$ cat src/rtl/spi_fault_port.sv
module spi_fault_port #(
  parameter int DIV = 4
) (
  input  logic       clk,
  input  logic       rst_n,
  input  logic       reg_wr,
  input  logic       reg_rd,
  input  logic [1:0] reg_addr,
  input  logic [7:0] reg_wdata,
  output logic [7:0] reg_rdata,
  input  logic       irq_mask,
  output logic       irq,
  input  logic       sck_in,
  output logic       sck_out,
  input  logic       mosi_in,
  output logic       mosi_out,
  input  logic       miso_in,
  output logic       miso_out,
  input  logic       ss_n_in,
  output logic [3:0] pin_oe
);

  localparam int HALF = DIV / 2;
  localparam int CW   = (HALF > 1) ? $clog2(HALF) : 1;

  logic ie_q, en_q, mstr_q, cpol_q, cpha_q;
  logic [3:0] oe_q;
  logic done_f, wcol_f, modf_f;
  logic arm_d, arm_w, arm_m;
  logic [7:0] shreg, rx_q;
  logic out_bit, busy, sck_r;
  logic [2:0] bit_cnt;
  logic [CW-1:0] div_cnt;
  logic [4:0] edge_cnt;
  logic sck_s, sck_p, ss_s, mosi_s, miso_s;

  wire ctl_wr  = reg_wr && reg_addr == 2'd0;
  wire oe_wr   = reg_wr && reg_addr == 2'd3;
  wire data_wr = reg_wr && reg_addr == 2'd2;
  wire data_rd = reg_rd && reg_addr == 2'd2;
  wire sts_rd  = reg_rd && reg_addr == 2'd1;
  wire data_acc = data_wr || data_rd;

  wire is_mst   = en_q && mstr_q;
  wire is_slv   = en_q && !mstr_q;
  wire modf_hit = is_mst && !ss_s;

  wire m_tick  = is_mst && busy && div_cnt == CW'(HALF - 1);
  wire m_lead  = m_tick && !edge_cnt[0];
  wire m_trail = m_tick && edge_cnt[0];
  wire m_end   = m_trail && edge_cnt == 5'd15;

  wire s_act   = is_slv && !ss_s;
  wire s_lead  = s_act && (sck_s != cpol_q) && (sck_p == cpol_q);
  wire s_trail = s_act && (sck_s == cpol_q) && (sck_p != cpol_q);

  wire lead    = m_lead || s_lead;
  wire trail   = m_trail || s_trail;
  wire sample  = cpha_q ? trail : lead;
  wire launch  = cpha_q ? lead : trail;
  wire rx_in   = mstr_q ? miso_s : mosi_s;
  wire last_smp = sample && bit_cnt == 3'd7;

  wire xfer_done = is_mst ? m_end : (is_slv && last_smp);
  wire busy_eff  = busy || (is_slv && !cpha_q && !ss_s);
  wire wr_ok     = data_wr && en_q && !busy_eff;
  wire collide   = data_wr && en_q && busy_eff;
  wire [7:0] shifted = {shreg[6:0], rx_in};

  always_ff @(posedge clk or negedge rst_n) begin
    if (!rst_n) begin
      sck_s <= 1'b0; sck_p <= 1'b0; ss_s <= 1'b1; mosi_s <= 1'b0; miso_s <= 1'b0;
    end else begin
      sck_s <= sck_in; sck_p <= sck_s; ss_s <= ss_n_in;
      mosi_s <= mosi_in; miso_s <= miso_in;
    end
  end

  always_ff @(posedge clk or negedge rst_n) begin
    if (!rst_n) begin
      ie_q <= 1'b0; en_q <= 1'b0; mstr_q <= 1'b0; cpol_q <= 1'b0; cpha_q <= 1'b0;
      oe_q <= 4'h0;
    end else begin
      if (ctl_wr) begin
        ie_q   <= reg_wdata[7];
        en_q   <= reg_wdata[6];
        mstr_q <= reg_wdata[4];
        cpol_q <= reg_wdata[3];
        cpha_q <= reg_wdata[2];
      end
      if (oe_wr) oe_q <= reg_wdata[3:0];
      if (modf_hit) begin
        mstr_q <= 1'b0;
        oe_q   <= 4'h0;
      end
    end
  end

  always_ff @(posedge clk or negedge rst_n) begin
    if (!rst_n) begin
      done_f <= 1'b0; wcol_f <= 1'b0; modf_f <= 1'b0;
      arm_d <= 1'b0; arm_w <= 1'b0; arm_m <= 1'b0;
    end else begin
      if (xfer_done) done_f <= 1'b1;
      else if (arm_d && data_acc) done_f <= 1'b0;
      if (collide) wcol_f <= 1'b1;
      else if (arm_w && data_acc) wcol_f <= 1'b0;
      if (modf_hit) modf_f <= 1'b1;
      else if (arm_m && ctl_wr) modf_f <= 1'b0;
      arm_d <= sts_rd ? done_f : (arm_d && done_f && !data_acc);
      arm_w <= sts_rd ? wcol_f : (arm_w && wcol_f && !data_acc);
      arm_m <= sts_rd ? modf_f : (arm_m && modf_f && !ctl_wr);
    end
  end

  always_ff @(posedge clk or negedge rst_n) begin
    if (!rst_n) begin
      busy <= 1'b0;
    end else if (!en_q || modf_hit) begin
      busy <= 1'b0;
    end else if (is_mst) begin
      if (wr_ok) busy <= 1'b1;
      else if (m_end) busy <= 1'b0;
    end else if (ss_s || !cpha_q) begin
      busy <= 1'b0;
    end else if (last_smp) begin
      busy <= 1'b0;
    end else if (s_lead && bit_cnt == 3'd0) begin
      busy <= 1'b1;
    end
  end

  always_ff @(posedge clk or negedge rst_n) begin
    if (!rst_n) begin
      div_cnt <= '0; edge_cnt <= 5'd0; sck_r <= 1'b0;
    end else if (!(is_mst && busy) || modf_hit) begin
      div_cnt <= '0; edge_cnt <= 5'd0; sck_r <= cpol_q;
    end else begin
      div_cnt <= m_tick ? '0 : div_cnt + 1'b1;
      if (m_tick) edge_cnt <= edge_cnt + 5'd1;
      if (m_lead) sck_r <= ~cpol_q;
      else if (m_trail) sck_r <= cpol_q;
    end
  end

  always_ff @(posedge clk or negedge rst_n) begin
    if (!rst_n) begin
      bit_cnt <= 3'd0; shreg <= 8'h00; rx_q <= 8'h00; out_bit <= 1'b0;
    end else begin
      if (!en_q || modf_hit || (is_slv && ss_s) || wr_ok) bit_cnt <= 3'd0;
      else if (sample) bit_cnt <= bit_cnt + 3'd1;

      if (wr_ok) shreg <= reg_wdata;
      else if (sample) shreg <= shifted;

      if (xfer_done) rx_q <= sample ? shifted : shreg;

      if (wr_ok) out_bit <= reg_wdata[7];
      else if (launch) out_bit <= shreg[7];
      else if (is_slv && ss_s) out_bit <= shreg[7];
    end
  end

  always_comb begin
    unique case (reg_addr)
      2'd0: reg_rdata = {ie_q, en_q, 1'b0, mstr_q, cpol_q, cpha_q, 2'b00};
      2'd1: reg_rdata = {done_f, wcol_f, 1'b0, modf_f, 4'h0};
      2'd2: reg_rdata = rx_q;
      default: reg_rdata = {4'h0, oe_q};
    endcase
  end

  assign sck_out  = sck_r;
  assign mosi_out = out_bit;
  assign miso_out = out_bit;
  assign pin_oe   = en_q ? oe_q : 4'h0;
  assign irq      = ie_q && !irq_mask && (done_f || modf_f);

  assert_modf_drops_master_R8: assert property (@(posedge clk) disable iff (!rst_n)
    (en_q && mstr_q && !ss_s) |=> (!mstr_q && oe_q == 4'h0 && modf_f));

  assert_collision_keeps_shift_R4: assert property (@(posedge clk) disable iff (!rst_n)
    (data_wr && busy && !sample) |=> (wcol_f && shreg == $past(shreg)));

  assert_mask_blocks_irq_R9: assert property (@(posedge clk) disable iff (!rst_n)
    irq_mask |-> !irq);

  assert_master_end_sets_done_R2: assert property (@(posedge clk) disable iff (!rst_n)
    (is_mst && busy && m_end && ss_s) |=> (done_f && !busy));

  assert_slave_hold_collides_R6: assert property (@(posedge clk) disable iff (!rst_n)
    (is_slv && !cpha_q && !ss_s && data_wr) |=> wcol_f);

endmodule

$ cat config.mk
export PLATFORM = sky130hd
export DESIGN_NAME = spi_fault_port
export DESIGN_NICKNAME = d
export VERILOG_FILES = /design/src/rtl/spi_fault_port.sv
export SDC_FILE = /design/constraint.sdc
export NUM_CORES = 1
export LEC_CHECK = 0
export CAP_MARGIN = 30
export CELL_PAD_IN_SITES_DETAIL_PLACEMENT = 1
export CELL_PAD_IN_SITES_GLOBAL_PLACEMENT = 2
export CORE_UTILIZATION = 38
export CTS_CLUSTER_DIAMETER = 50
export DETAILED_ROUTE_END_ITERATION = 10
export GPL_TIMING_DRIVEN = 0
export PLACE_DENSITY = 0.95
export RECOVER_POWER = 50
export SKIP_LAST_GASP = 1
export SLEW_MARGIN = 20
export SYNTH_ARGS = -nofsm -noshare
export SYNTH_HDL_FRONTEND = slang
export SYNTH_SLANG_ARGS = --single-unit
$ cat constraint.sdc
create_clock -name clk -period 5.03 [get_ports clk]
set_input_delay 1.2575 -clock clk [delete_from_list [all_inputs] [get_ports clk]]
set_output_delay 1.2575 -clock clk [all_outputs]
set_load 0.02 [all_outputs]
==> impl_metrics.ini <==
[drt]
wl_per_cell_microns = 17.1
ant_nets = 0
drc_errors = 2
firstDrtPassIters = 7
num_vias = 1956
drt_iter0_drc = 110
via_per_inst = 5.37
routed_wl_microns = 6220

[setup_path]
cp_top_family = buffers and inverters
reg2reg_slack_ps = 2930
cp_num_cells = 5
worstReg2RegEnd = shreg[3]
cp_slowest_cell = clkdlybuf4s50_1
r2r_cells = 6
crit_end = reg_rdata[6]
cp_max_fo = 10
timing.rr.start = ss_s
worst-endpoint-arrival_ps = 3050
worstPathCellList = clkdlybuf4s50_1 -> buf_2 -> mux2i_1 -> o21ai_0 -> clkdlybuf4s50_1
crit_start = reg_addr[1]
required_ps = 3770
worstSetupPathType = in -> out
slowest_delay_ps = 640
path_common_cell = clkdlybuf4s50_1
crit_buf_inv = 3
endpoint_kind = output pin
critPathLaunchType = primary input

[logic_synthesis]
async_flop_share_pct = 100
yosys.area.top_type = dfrtp_1
synth_nets = 268
syn_avg_cell_area_sq_um = 10.5
ys_warn_count = 0
synth.most_common_cell = dfrtp_1
synth_top_area_share_pct = 46.0
synthCells = 244
synth_area_sq_um = 2560
ys.flop_type = dfrtp_1
ys_seq_area_share_pct = 47.0
synth_seq_cells = 48
synth_common_cells = dfrtp_1, nand2_1, mux2i_1
synth_cell_types = 49
synthTopCellsByArea = dfrtp_1, mux2i_1, nand2_1
synth_edf_count = 0

[sta]
hold_ws_ps = 455
finalSetupViolations = 0
finalHoldViolCount = 0
min_period_ps = 4310
worst_slew_pin_slew_ps = 1560
final_max_slew_viol_count = 29
fmax_mhz = 232
tns_ps = 0
grt_setup_unrepaired = no
slew_headroom_pct = -3.72
post-route-period-util_pct = 85.6
clock_skew_ps = 8.76

[worst_hold_path]
hp-start = sck_s
min_path_type = reg -> reg

[pwr]
seqPwrFrac_pct = 47.9
intPower_uw = 741
power_switching_uw = 393
leakage_uw = 0.00138
clkPwrFrac_pct = 22.1
pwr_density_cell_nw_per_um2 = 368
vdd_drop_max_uv = 196
sw_frac_of_total_pct = 34.7
pwr-share-comb_pct = 29.9

[clock_network]
cts_made_buffers = 5
post_cts_buffers = 0
cts_resized = 0
clkSinkCount = 48
insertion_delay_ps = 310
htreeDepth = 2
clkTransAtPathRegs_ps = 90
cts_tree = yes
cts_hold_buf = 0
root_buffer = clkbuf_8
clockBufferDepth = 2

[die]
die_area_sq_um = 7070
rows = 29
coreArea_sq_um = 6420
start_util_pct = 39.8
io_pins = 35
die_width_microns = 84.1
dieHeight_microns = 84.1

[status]
outcome = finished with violations
violations = DRC, capacitance limit, slew limit

[global_routing]
grt_overflow = 0
grt_pass1_wl_microns = 10600
antenna_found_initial = 0
grtUsageTotal_pct = 19.3
grt_pass1_vias = 2057
grt_max_degree = 29

[cells_and_area]
fin_cells = 364
areaGrowthSynthToFinish_pct = 20.6
diodes = 0
fin_nets = 310
final_layout_size_suffix_gt1_share_pct = 12.9

[place]
dpl.hpwl_microns = 4710
place_inst = 355
gp_congestion = 0.755
port_buffers = 33

[job]
cap_violations = 1
worst register-to-register path: stages (launching register included):
cell	delay, ps
dfstp_1	680
nor3b_2	140
a21boi_4	170
o32ai_2	470
buf_6	250
mux2i_1	210
o21ai_1	90
per-layer routing:
metal | track usage, % | vias up | wire length [microns]
met3 | 3.17 | 8 | 158
li1 | - | 949 | -
met4 | 6.11 | 0 | 81
met5 | 0 | - | 0
met2 | 31.3 | 34 | 2940
met1 | 26.4 | 965 | 3040
final cells by class:
class,instances,area [sq um]
Buffer,10,67.6
Clock buffer,6,82.6
Clock inverter,2,15.0
Fill cell,725,3340
Inverter,4,15.0
Multi-Input combinational cell,182,1270
Sequential cell,48,1200
Tap cell,77,96.3
Timing Repair Buffer,35,333
power by group through the flow:
stage,combinational [uW],clock [uW],sequential (uW)
global placement,329,0,544
floorplan,215,0,530
global route,373,271,555
CTS,345,259,543
detailed placement,344,0,550
finish,340,251,543
kinds of logic after synthesis:
group                    Yosys count  share of synthesized area [%]
multiplexers                      27                           10.8
AO/OA/AOI/OAI                     53                           15.3
buffers and inverters             14                           3.23
AND/OR/NAND/NOR                   93                           20.0
flip-flops                        48                           47.0
XOR/XNOR                           4                           1.37
adder cells (fa/ha/maj)            5                           2.44
per-stage QoR:
step	util (%)	worst slack (ps)	power, uW	area, sq um
floorplan	-	1680	745	2560
global placement	46.5	708	873	2990
detailed placement	46.7	715	894	3000
CTS	48.2	707	1150	3100
global route	48.0	608	1200	3090
finish	48.0	723	1130	3090
registers in the layout (all words and copies together) (netlist names), 3 cells and up:
name and count:
bit_cnt 3, edge_cnt 5, oe_q 4, rx_q 8, shreg 8
worst min path at each step:
stage | endpoint | depth (start not counted)
global placement | sck_p | 0
CTS | sck_p | 0
floorplan | sck_p | 0
detailed placement | sck_p | 0
finish | sck_p | 0
global route | sck_p | 0
cells in the final DEF (no fill, tap or decap), types with 2 or more instances in the layout:
cell type	synthesis	layout
xor2_1	2	2
nand4_1	3	3
buf_2	3	4
inv_1	4	4
and2_2	6	6
nor2_4	2	2
a221o_1	8	8
and2_1	10	10
a211oi_1	2	2
o21ai_0	15	15
nand2_1	28	28
o211ai_1	2	2
clkbuf_8	0	6
nand2b_1	3	3
mux2i_1	23	23
nand3_1	8	8
a21oi_1	4	4
nor2b_1	4	4
clkdlybuf4s50_1	0	28
o21ai_1	8	8
buf_6	3	3
o21a_1	2	2
nand3b_1	2	2
dlygate4sd3_1	0	4
dfrtp_1	47	47
a21boi_0	3	3
ha_1	5	5
xnor2_1	2	2
clkbuf_1	3	5
nor2_1	16	16
nor3b_1	2	2
clkinvlp_4	0	2
mux2_2	4	4
(Power assumes the default switching activity.)
